`config.mk`:
```
export PLATFORM = sky130hd
export DESIGN_NAME = synth_serial_port
export DESIGN_NICKNAME = d
export VERILOG_FILES = /design/src/rtl/synth_pkg.sv /design/src/rtl/sp_sync.sv /design/src/rtl/sp_shift.sv /design/src/rtl/sp_load_ctrl.sv /design/src/rtl/synth_serial_port.sv
export SDC_FILE = /design/constraint.sdc
export NUM_CORES = 1
export LEC_CHECK = 0
export BUFFER_PORTS_ARGS = -buffer_cell sky130_fd_sc_hd__buf_4
export CORE_ASPECT_RATIO = 0.75
export CORE_UTILIZATION = 49
export CTS_CLUSTER_DIAMETER = 50
export DETAILED_ROUTE_END_ITERATION = 12
export GPL_TIMING_DRIVEN = 0
export PLACE_DENSITY = 0.74
export RECOVER_POWER = 25
export SKIP_LAST_GASP = 1
export SYNTH_ARGS = -nofsm -noshare
export SYNTH_HDL_FRONTEND = slang
export SYNTH_SLANG_ARGS = --single-unit
```
`constraint.sdc`:
```
create_clock -name clk -period 2.15 [get_ports clk]
set_input_delay 0.3225 -clock clk [delete_from_list [all_inputs] [get_ports clk]]
set_output_delay 0.3225 -clock clk [all_outputs]
set_load 0.01 [all_outputs]
```
`src/rtl/synth_pkg.sv`:
```
package synth_pkg;
  localparam int WORD_W = 21;
  localparam int CODE_W = 2;
  localparam int PAY_W  = WORD_W - CODE_W;
  localparam int RAT_W  = 14;
  localparam int BCNT_W = 13;
  localparam int ACNT_W = 5;
  localparam int FN_W   = 18;
  localparam int MIN_DIV = 3;

  typedef enum logic [CODE_W-1:0] {
    CODE_REF  = 2'b00,
    CODE_FUNC = 2'b01,
    CODE_FB   = 2'b10,
    CODE_INIT = 2'b11
  } code_t;

  function automatic logic ratio_legal(input logic [RAT_W-1:0] r);
    return r >= RAT_W'(MIN_DIV);
  endfunction

  function automatic logic fb_legal(input logic [BCNT_W-1:0] b, input logic [ACNT_W-1:0] a);
    return (b >= BCNT_W'(MIN_DIV)) && (b >= BCNT_W'(a));
  endfunction
endpackage

```
`src/rtl/sp_sync.sv`:
```
module sp_sync #(
  parameter int W      = 3,
  parameter int STAGES = 2
) (
  input  logic         clk,
  input  logic         rst_n,
  input  logic [W-1:0] d_async,
  output logic [W-1:0] level,
  output logic [W-1:0] rise
);
  logic [W-1:0] chain [STAGES];
  logic [W-1:0] last;

  always_ff @(posedge clk or negedge rst_n) begin
    if (!rst_n) chain[0] <= '0;
    else        chain[0] <= d_async;
  end

  for (genvar s = 1; s < STAGES; s++) begin : g_stage
    always_ff @(posedge clk or negedge rst_n) begin
      if (!rst_n) chain[s] <= '0;
      else        chain[s] <= chain[s-1];
    end
  end

  always_ff @(posedge clk or negedge rst_n) begin
    if (!rst_n) last <= '0;
    else        last <= chain[STAGES-1];
  end

  assign level = chain[STAGES-1];
  assign rise  = chain[STAGES-1] & ~last;
endmodule

```
`src/rtl/sp_shift.sv`:
```
module sp_shift #(
  parameter int WORD_W = 21
) (
  input  logic              clk,
  input  logic              rst_n,
  input  logic              shift_en,
  input  logic              din,
  output logic [WORD_W-1:0] word
);
  always_ff @(posedge clk or negedge rst_n) begin
    if (!rst_n)        word <= '0;
    else if (shift_en) word <= {word[WORD_W-2:0], din};
  end
endmodule

```
`src/rtl/sp_load_ctrl.sv`:
```
module sp_load_ctrl
  import synth_pkg::*;
(
  input  logic              clk,
  input  logic              rst_n,
  input  logic              le_rise,
  input  logic [WORD_W-1:0] word,
  output code_t             code,
  output logic              bad_word,
  output logic [RAT_W-1:0]  ref_ratio,
  output logic              ref_prec,
  output logic              fb_go,
  output logic [BCNT_W-1:0] fb_b,
  output logic [ACNT_W-1:0] fb_a,
  output logic [FN_W-1:0]   func_bits,
  output logic              cnt_rst,
  output logic              cfg_err,
  output logic              rst_armed
);
  logic [PAY_W-1:0]  pay;
  logic [RAT_W-1:0]  w_ratio;
  logic [BCNT_W-1:0] w_b;
  logic [ACNT_W-1:0] w_a;
  logic              w_top;

  assign code    = code_t'(word[CODE_W-1:0]);
  assign pay     = word[WORD_W-1:CODE_W];
  assign w_top   = pay[PAY_W-1];
  assign w_ratio = pay[RAT_W-1:0];
  assign w_b     = pay[ACNT_W+BCNT_W-1:ACNT_W];
  assign w_a     = pay[ACNT_W-1:0];

  always_comb begin
    unique case (code)
      CODE_REF: bad_word = !ratio_legal(w_ratio);
      CODE_FB:  bad_word = !fb_legal(w_b, w_a);
      default:  bad_word = 1'b0;
    endcase
  end

  always_ff @(posedge clk or negedge rst_n) begin
    if (!rst_n) begin
      ref_ratio <= '0;
      ref_prec  <= 1'b0;
      fb_go     <= 1'b0;
      fb_b      <= '0;
      fb_a      <= '0;
      func_bits <= '0;
      cnt_rst   <= 1'b0;
      cfg_err   <= 1'b0;
      rst_armed <= 1'b0;
    end else begin
      cnt_rst <= 1'b0;
      if (le_rise) begin
        if (bad_word) cfg_err <= 1'b1;
        unique case (code)
          CODE_REF: if (!bad_word) begin
            ref_ratio <= w_ratio;
            ref_prec  <= w_top;
          end
          CODE_FB: if (!bad_word) begin
            fb_go <= w_top;
            fb_b  <= w_b;
            fb_a  <= w_a;
            if (rst_armed) begin
              cnt_rst   <= 1'b1;
              rst_armed <= 1'b0;
            end
          end
          CODE_FUNC: func_bits <= pay[FN_W-1:0];
          CODE_INIT: begin
            func_bits <= pay[FN_W-1:0];
            cnt_rst   <= 1'b1;
            rst_armed <= 1'b1;
          end
        endcase
      end
    end
  end
endmodule

```
`src/rtl/synth_serial_port.sv`:
```
module synth_serial_port
  import synth_pkg::*;
#(
  parameter int SYNC_STAGES = 2
) (
  input  logic              clk,
  input  logic              rst_n,
  input  logic              ser_clk,
  input  logic              ser_dat,
  input  logic              ser_le,
  output logic [RAT_W-1:0]  ref_ratio,
  output logic              ref_prec,
  output logic              fb_go,
  output logic [BCNT_W-1:0] fb_b,
  output logic [ACNT_W-1:0] fb_a,
  output logic [FN_W-1:0]   func_bits,
  output logic              cnt_rst,
  output logic              cfg_err
);
  logic [2:0]        s_level;
  logic [2:0]        s_rise;
  logic              sck_rise;
  logic              le_rise;
  logic              dat_s;
  logic [WORD_W-1:0] shift_word;
  code_t             word_code;
  logic              bad_word;
  logic              rst_armed;

  sp_sync #(.W(3), .STAGES(SYNC_STAGES)) u_sync (
    .clk(clk), .rst_n(rst_n),
    .d_async({ser_le, ser_dat, ser_clk}),
    .level(s_level), .rise(s_rise)
  );

  assign sck_rise = s_rise[0];
  assign dat_s    = s_level[1];
  assign le_rise  = s_rise[2];

  sp_shift #(.WORD_W(WORD_W)) u_shift (
    .clk(clk), .rst_n(rst_n), .shift_en(sck_rise), .din(dat_s), .word(shift_word)
  );

  sp_load_ctrl u_load (
    .clk(clk), .rst_n(rst_n), .le_rise(le_rise), .word(shift_word),
    .code(word_code), .bad_word(bad_word),
    .ref_ratio(ref_ratio), .ref_prec(ref_prec),
    .fb_go(fb_go), .fb_b(fb_b), .fb_a(fb_a),
    .func_bits(func_bits), .cnt_rst(cnt_rst), .cfg_err(cfg_err),
    .rst_armed(rst_armed)
  );
endmodule

```
==> results_dict.tcl <==
set metrics [dict create \
    start_util_pct 51.16 \
    port_buffers 58 \
    grt_first_pass_wirelength_mm 9.887 \
    synth_seq_area_share_pct 64.39 \
    arrival_ps 2350 \
    max-clock-path-buffers 2 \
    setup_viol 0 \
    irDropWorstVdd_mv 0.4697 \
    async_reset_ff_share_pct 100.0 \
    x_dimension_of_the_die_um 96.25 \
    globalRoute.totalOverflow 0 \
    grt.total_usage_pct 19.66 \
    groute.layer.met1.usage_pct 29.16 \
    tritoncts "done" \
    timing.critical_path.max_delay_family "simple AND/OR/NAND/NOR gates" \
    post-synth-top-count-cell "dfrtp_1" \
    design.die.area_mm2 0.006996 \
    finalHoldViolCount 0 \
    netlist_top_cells_count "dfrtp_1, mux2_2, nand2_1" \
    postRouteWirelength_mm 6.260 \
    post-place-cells 360 \
    avgViaCountPerCell 5.233 \
    regArea_mm2 0.002105 \
    yosysWarningCount 0 \
    critical_path.cell_chain "buf_4 > or4_1 > a21oi_1 > nand4_1 > nand3_4 > buf_12 > mux2_4" \
    design.portCount 59 \
    postSynthCellCount 221 \
    global_route.usage.met2_pct 26.56 \
    unrepaired_setup_endpoints_after_global_routing "true" \
    finalWeightedCongestion 0.7406 \
    synthDistinctLibCells 30 \
    synth.top_cells.by_area "dfrtp_1, mux2_2, mux2_4, ha_1, o21ai_0" \
    remaining_drc_errors 0 \
    gr-max-usage-layer "met1" \
    failing_checks "max-capacitance violations, max-slew violations" \
    core.rowCount 25 \
    report.final.slew_viol_count 85 \
    synth_top_cell_by_area "dfrtp_1" \
    max_cap_violations 1 \
    postSynthRegisterBits 84 \
    fin_worst_skew_ps 10.47 \
    detailroute.via_count 1999 \
    via_count_of_the_first_global_routing_pass 1873 \
    h-tree-depth 3 \
    drtIter0Drc 64 \
    max_freq_ghz 0.4749 \
    clock-sinks 84 \
    worstPathMaxFanout 10 \
    total_half_perimeter_wirelength_after_legalization_and_detailed_placement_mm 4.056 \
    result_of_the_run "complete, but fails checks" \
    synth_enable_flop_cells 0 \
    timing.critical_path.slowest_stage_cell "or4_1" \
    fp.dieH_um 72.69 \
    clock_tree.root_cell "clkbuf_8" \
    nFillCells 526 \
    slew_headroom_pct -22.69 \
    gr-usage-met3_pct 7.708 \
    mapped_cell_area_mm2 0.003264 \
    cts_made_buffers 9 \
    setup.worst_path.end_class "flop" \
    floorplan.core_area_mm2 0.006381 \
    worst_hold_slack_ps 86.83 \
    drive_above_1_share_pct 48.50 \
    power.static_leakage_nw 2.093 \
    multiInputGateArea_mm2 0.001087 \
    max_slew.worst_pin.slew_ps 1840 \
    hold_path.class "primary input to flop" \
    dominantRegCellSynth "dfrtp_1" \
    min_period_over_period_pct 97.94 \
    powerDensity_mw_per_mm2 1116 \
    drt_first_pass_iters 4 \
    antenna-diode-count 0 \
    area_delta_synth_final_pct 24.53 \
    antenna_found_initial 0 \
    syn_avg_cell_area_um2 14.77 \
    clock_insertion_delay_worst_skew_ps 360 \
    antenna_left 0 \
    startpoint_types "flop" \
    period_needed_ps 2106 \
    layout.nets 307 \
    timing.critical_path.required_ps 2400 \
    largest_net_degree_at_the_start_of_global_routing 85 \
    final_cells 382 \
    path_buf_inv 2 \
    synth_fp_nets 231 \
    critical_path_class "flop to flop" \
    path_clk_slew_ps 80 \
    synth_top_area_share_pct 64.39 \
    routed_wire_length_per_instance_um 16.39 \
    critPathMaxStageDelay_ps 450 \
]
## cells by family after synthesis
kind of cell             synth area share [%]
AO/OA/AOI/OAI                           5.635
AND/OR/NAND/NOR                         4.523
adder cells (fa/ha/maj)                 1.916
multiplexers                            20.81
buffers and inverters                   2.721
flip-flops                              64.39
## routing by layer
metal | wire (um) | vias to the layer above
li1 | - | 932
met1 | 3049 | 1000
met2 | 2768 | 59
met3 | 367 | 8
met4 | 75 | 0
met5 | 0 | -
## final timing paths
check	depth (start not counted)	endpoint	slack, ps	from
worst max-delay path	7	u_load.ref_ratio[12]	40	u_shift.word[6]
worst min-delay path	1	u_sync.chain[5]	90	ser_le
min in group asynchronous	1	u_load.fb_a[4]	450	rst_n
worst max register to register	7	u_load.ref_ratio[12]	40	u_shift.word[6]
worst min register to register	0	u_sync.level[0]	350	u_sync.chain[3]
max in group asynchronous	1	u_shift.word[9]	490	rst_n
## layout by cell type, fill, tap and decap left out, types with 2 or more instances in the layout
cell,instances
nand2_1,14
dfrtp_2,2
clkinvlp_4,2
mux2_2,47
clkinv_2,3
clkbuf_4,3
buf_12,3
dfrtp_1,82
a21oi_1,2
mux2_4,10
ha_1,5
nor3_1,2
inv_1,7
nand4_1,2
o21ai_0,11
nor2b_1,3
a41o_1,2
clkbuf_8,9
buf_4,59
a22o_1,6
nor2_1,3
clkbuf_1,6
## power breakdown
group / internal [mW] / switching [mW] / total, mW / leakage [nW]
combinational: 0.765 / 0.570 / 1.33 / 0.905
sequential: 1.95 / 0.297 / 2.24 / 1.11
clock: 0.407 / 0.555 / 0.962 / 0.0779
## state kept, by name, summed over array words and instances (netlist names)
signal and cells:
u_load.cfg_err 1, u_load.cnt_rst 1, u_load.fb_a 5, u_load.fb_b 13
u_load.fb_go 1, u_load.func_bits 18, u_load.ref_prec 1, u_load.ref_ratio 14
u_load.rst_armed 1, u_shift.word 21, u_sync.chain 3, u_sync.last 2
u_sync.level 3
## what timing repair did
item / 4_1_cts / 5_1_grt
hold buffers: 0 / 0
pin swaps: 0 / 1
setup endpoints to repair: 10 / 28
resized for setup: 6 / 4
buffers inserted: 4 / 3
## through the flow
step                      setup TNS [ps]  cell area [um^2]  setup WS [ps]  util, %  total power [mW]
after floorplan                        0              3264          77.57        -             2.911
after global placement            -888.1              3801         -222.8    59.57             3.488
after detailed placement           -1041              3801         -257.7    59.57             3.548
after CTS                              0              4018          30.53    62.96             4.539
after global routing              -202.6              4065         -31.49    63.71             4.807
final                                  0              4065          44.27    63.71             4.539
## final cells by class
class,instances,share of cell area (%)
sequential,84,51.77
multi-input combinational,119,26.75
timing repair buffer,65,12.56
clock buffer,10,3.139
tap,81,2.493
buffer,10,1.816
clock inverter,5,0.7387
inverter,8,0.7387
No activity file was read; power rests on OpenSTA's default activity.
